$ cat src/rtl/trc_pkg.sv
package trc_pkg;

    localparam int TRC_AW = 64;
    localparam int TRC_DW = 64;

    typedef enum logic [1:0] {
        EV_BRANCH = 2'd0,
        EV_LOAD   = 2'd1,
        EV_STORE  = 2'd2,
        EV_RSVD   = 2'd3
    } ev_kind_e;

    typedef enum logic [1:0] {
        MODE_IDLE   = 2'd0,
        MODE_RECORD = 2'd1,
        MODE_REPLAY = 2'd2,
        MODE_SPARE  = 2'd3
    } trc_mode_e;

    typedef struct packed {
        ev_kind_e            kind;
        logic [TRC_AW-1:0]   addr;
        logic [TRC_DW-1:0]   data;
    } trc_ent_t;

    function automatic logic ent_differs(trc_ent_t a, trc_ent_t b);
        return (a.kind != b.kind) || (a.addr != b.addr) || (a.data != b.data);
    endfunction

    function automatic logic ent_is_load(trc_ent_t e);
        return e.kind == EV_LOAD;
    endfunction

endpackage

$ cat src/rtl/trc_store.sv
module trc_store
    import trc_pkg::*;
#(
    parameter int DEPTH = 16,
    parameter int IW    = $clog2(DEPTH + 1),
    parameter int PW    = $clog2(DEPTH)
) (
    input  logic              clk,
    input  logic              rst,
    input  logic              clr,
    input  logic              wr_en,
    input  trc_ent_t          wr_ent,
    input  logic [PW-1:0]     rd_idx,
    output trc_ent_t          rd_ent,
    input  logic [PW-1:0]     lrd_idx,
    output logic [TRC_DW-1:0] lrd_val,
    output logic [IW-1:0]     count,
    output logic [IW-1:0]     lcount,
    output logic              full
);

    localparam logic [IW-1:0] CAP = IW'(DEPTH);

    logic [IW-1:0]     cnt_q;
    logic [IW-1:0]     lcnt_q;
    trc_ent_t          ent_mem  [DEPTH];
    logic [TRC_DW-1:0] lval_mem [DEPTH];
    logic              accept;
    logic              ld_accept;

    assign full      = (cnt_q == CAP);
    assign accept    = wr_en && !full;
    assign ld_accept = accept && ent_is_load(wr_ent);

    for (genvar g = 0; g < DEPTH; g++) begin : g_slot
        always_ff @(posedge clk) begin
            if (accept && (cnt_q[PW-1:0] == PW'(g))) begin
                ent_mem[g] <= wr_ent;
            end
            if (ld_accept && (lcnt_q[PW-1:0] == PW'(g))) begin
                lval_mem[g] <= wr_ent.data;
            end
        end
    end

    always_ff @(posedge clk) begin
        if (rst || clr) begin
            cnt_q  <= '0;
            lcnt_q <= '0;
        end else begin
            if (accept)    cnt_q  <= cnt_q + 1'b1;
            if (ld_accept) lcnt_q <= lcnt_q + 1'b1;
        end
    end

    assign rd_ent  = ent_mem[rd_idx];
    assign lrd_val = lval_mem[lrd_idx];
    assign count   = cnt_q;
    assign lcount  = lcnt_q;

endmodule

$ cat config.mk
export PLATFORM = sky130hd
export DESIGN_NAME = trc_store
export DESIGN_NICKNAME = d
export VERILOG_FILES = /design/src/rtl/trc_pkg.sv /design/src/rtl/trc_store.sv
export SDC_FILE = /design/constraint.sdc
export NUM_CORES = 2
export LEC_CHECK = 0
export BUFFER_PORTS_ARGS = -buffer_cell sky130_fd_sc_hd__buf_4
export CORE_MARGIN = 8
export CORE_UTILIZATION = 58
export CTS_BUF_LIST = sky130_fd_sc_hd__clkbuf_4
export DETAILED_ROUTE_END_ITERATION = 10
export PLACE_DENSITY = 0.78
export SYNTH_ARGS = -nofsm -noshare
export SYNTH_HDL_FRONTEND = slang
export SYNTH_SLANG_ARGS = --single-unit
$ cat constraint.sdc
create_clock -name clk -period 7.8 [get_ports clk]
set_input_delay 1.56 -clock clk [delete_from_list [all_inputs] [get_ports clk]]
set_output_delay 1.56 -clock clk [all_outputs]
set_load 0.02 [all_outputs]
==> qor.csv <==
stage;metric;value;unit
outcome;status;finished clean;
sta;Clock Skews;0.0907;ns
yosys;Post-Syn Instances;4600;
sta;Final Max Slew Viols;0;
clock_tree;# clock sinks;3114;
sta;final worst path period need;5.78;ns
routing;DRC Markers;0;
clock_tree;post-cts repair resize count;0;
worst_setup_path;Crit path buffers/inverters;2;
yosys;Post-synth ARST share;0;%
routing;routed wl met3;27500;microns
clock_tree;Clock Path Buffers;4;
grt;initial antenna violation count;23;
die;Initial Util;58.2;%
worst_setup_path;Worst Path Required;6.24;ns
worst_setup_path;crit path cell chain;buf_8 -> nand2_1 -> o221ai_1 -> o22ai_1 -> a21oi_1 -> buf_4;
clock_tree;Post-CTS Setup Inserts;0;
clock_tree;Num CTS Buffers;749;
yosys;register area share after synthesis;79.5;%
clock_tree;Post-CTS Hold Fix Bufs;0;
grt;grt ovf;0;
sta;worst setup margin;2.02;ns
layout;Register Area;93400;sq um
pwr;Pwr Density;248;nW/um^2
yosys;Synth area leaders;edfxtp_1 79%, mux4_2 17%, mux2i_1 0.68%;
yosys;count of cell types in the netlist;32;
placement;worst slack at placement;2.02;ns
worst_setup_path;crit path kind;in2out;
die;Die W;466;microns
grt;GRT Total Usage;24.5;%
yosys;synth warn;0;
layout;Finished Layout Cells;8765;
min_path;Hold Crit Start;wr_ent[87];
layout;footprint of the multi-input gates;22900;sq um
placement;global placer's final weighted congestion;0.739;
routing;WL met2;135000;microns
die;die area;217000;sq um
layout;fraction of layout cells with a size suffix above 1;41.4;%
worst_setup_path;Reg-to-Reg Start;count[0];
worst_setup_path;Crit path max-delay family;compound AO/OA/AOI/OAI gates;
routing;total wire length;267000;microns
placement;DP HPWL;136000;microns
die;Core Area;202000;sq um
grt;global-route wire length before repair;386000;microns
routing;Pre-antenna DRT Iters;6;
pwr;Power Total;0.0329;W
layout;most common cell after layout, fill and taps aside;edfxtp_1;
worst_setup_path;crit-path max FO;77;
worst_setup_path;endpoint type of the worst setup path;output port;
die;# rows;165;
grt;vias in the first global route;58500;
sta;RSZ-0062 raised after global routing;false;
worst_setup_path;CP Launch Type;input pin;
layout;final instance area;133000;sq um
yosys;top-area cell type share of the netlist area;79.3;%
clock_tree;Clock transition at path regs;0.07;ns
layout;# fillers;12600;
routing;DR vias;55100;
clock_tree;CTS tree;built;
layout;area growth from synthesis to layout;12.9;%
sta;Slew HR;22.0;%
sta;fmax;0.173;GHz
min_path;Hold/Removal Path Class;in2reg;
yosys;ys flop type;edfxtp_1;
clock_tree;Worst-Skew Late Latency;1.41;ns
yosys;Synth area leader;edfxtp_1;
layout;Nets;5718;
yosys;Mapped Area;118000;sq um
sta;Finish-stage setup viols;0;
routing;Antenna Nets Post-Route;0;
yosys;EDFF count, synth;3104;
sta;final worst-path cycle share;74.1;%
placement;Post-Place Cell Area;124000;sq um
clock_tree;H-tree Lvls;6;
placement;input/output buffers;346;
pwr;Leak Pwr;42.6;nW
routing;top sig layer;met5;
worst_setup_path;worst setup path startpoint;rd_idx[1];
pwr;worst vdd ir;159;uV
flow_run;MaxCap Viol Count;0;
clock_tree;CTS Root Cell;clkbuf_4;
sta;WHS;0.423;ns
grt;largest net degree at the start of global routing;109;
worst_setup_path;critical path arrival;4.22;ns
yosys;syn nets;4750;
yosys;Avg Cell Area, Syn;25.6;sq um
layout;most frequent cells in the layout;3104 x edfxtp_1, 1088 x clkbuf_4, 900 x mux4_2;
sta;Slew @ Worst Pin;1.17;ns
worst_setup_path;R2R setup slack;4.12;ns
placement;Placed Cells;7489;
routing;Detailed Route Iter0 Violations;6461;
die;Ports;347;
sta;Hold Violations, Final;0;
worst_setup_path;Critical Path Slowest Stage Cell;nand2_1;
die;Vert. Die Dim;466;microns
routing;routed length per instance;30.4;microns
yosys;FF+latch count, synth;3114;
routing;Met1 Wirelength;97800;microns
worst_setup_path;largest stage delay on the critical path;0.78;ns
routing;Vias per Instance;6.29;
final timing paths:
kind,depth (start not counted),end
max,6,rd_ent[53]
min,1,ent_mem[2][87]
max reg2reg,7,lval_mem[6][63]
min reg2reg,2,lcount[4]
stage by stage:
step           TNS, ns  utilization [%]
2_1_floorplan  -251.19                -
3_3_place_gp         0             61.2
3_5_place_dp         0             61.2
4_1_cts              0             65.7
5_1_grt              0             65.7
6_report             0             65.7
state kept, by name (all words and copies together) (netlist names):
register	count
ent_mem	2080
count	5
lval_mem	1024
lcount	5
kinds of logic after synthesis:
logic type | after synthesis | synth area share [%]
adders and majority gates | 8 | 0.0852
AOI/OAI and AO/OA | 125 | 0.691
and+or+nand+nor | 121 | 0.528
muxes | 980 | 17.9
xor gates and xnor gates | 7 | 0.0522
DFF | 3114 | 79.5
buffers and inverters | 245 | 1.24
layout make-up:
type / count / area share (%)
timing repair buffer: 456 / 2.95
clock inverter: 173 / 0.670
inverter: 6 / 0.0207
clock buffer: 1088 / 6.16
sequential: 3114 / 70.4
tap: 2672 / 2.52
multi-input combinational: 1241 / 17.2
antenna: 15 / 0.0283
Yosys cell counts, drive strengths merged, types with 6 or more instances:
| cell | number |
|---|---|
| ha | 8 |
| edfxtp | 3104 |
| clkbuf | 77 |
| a21oi | 54 |
| mux2i | 80 |
| dfxtp | 10 |
| nand2 | 21 |
| a211oi | 43 |
| buf | 162 |
| nor2b | 44 |
| o221ai | 18 |
| nor2 | 32 |
| mux4 | 900 |
| inv | 6 |
| o22ai | 9 |
metal layers:
| layer | up-vias | global-route usage (%) |
|---|---|---|
| li1 | 22600 | - |
| met1 | 29000 | 32.9 |
| met2 | 3173 | 40.4 |
| met3 | 382 | 6.05 |
| met4 | 14 | 7.54 |
| met5 | - | 0 |
report_power, final:
group / leakage [nW] / total [W] / switching (W) / internal [W]
Combinational: 9.09 / 0.00176 / 0.00103 / 0.000729
Clock: 5.43 / 0.0127 / 0.00607 / 0.00659
Sequential: 28.1 / 0.0185 / 0.0000192 / 0.0185
Note: power is estimated with default switching activity, not from simulation.
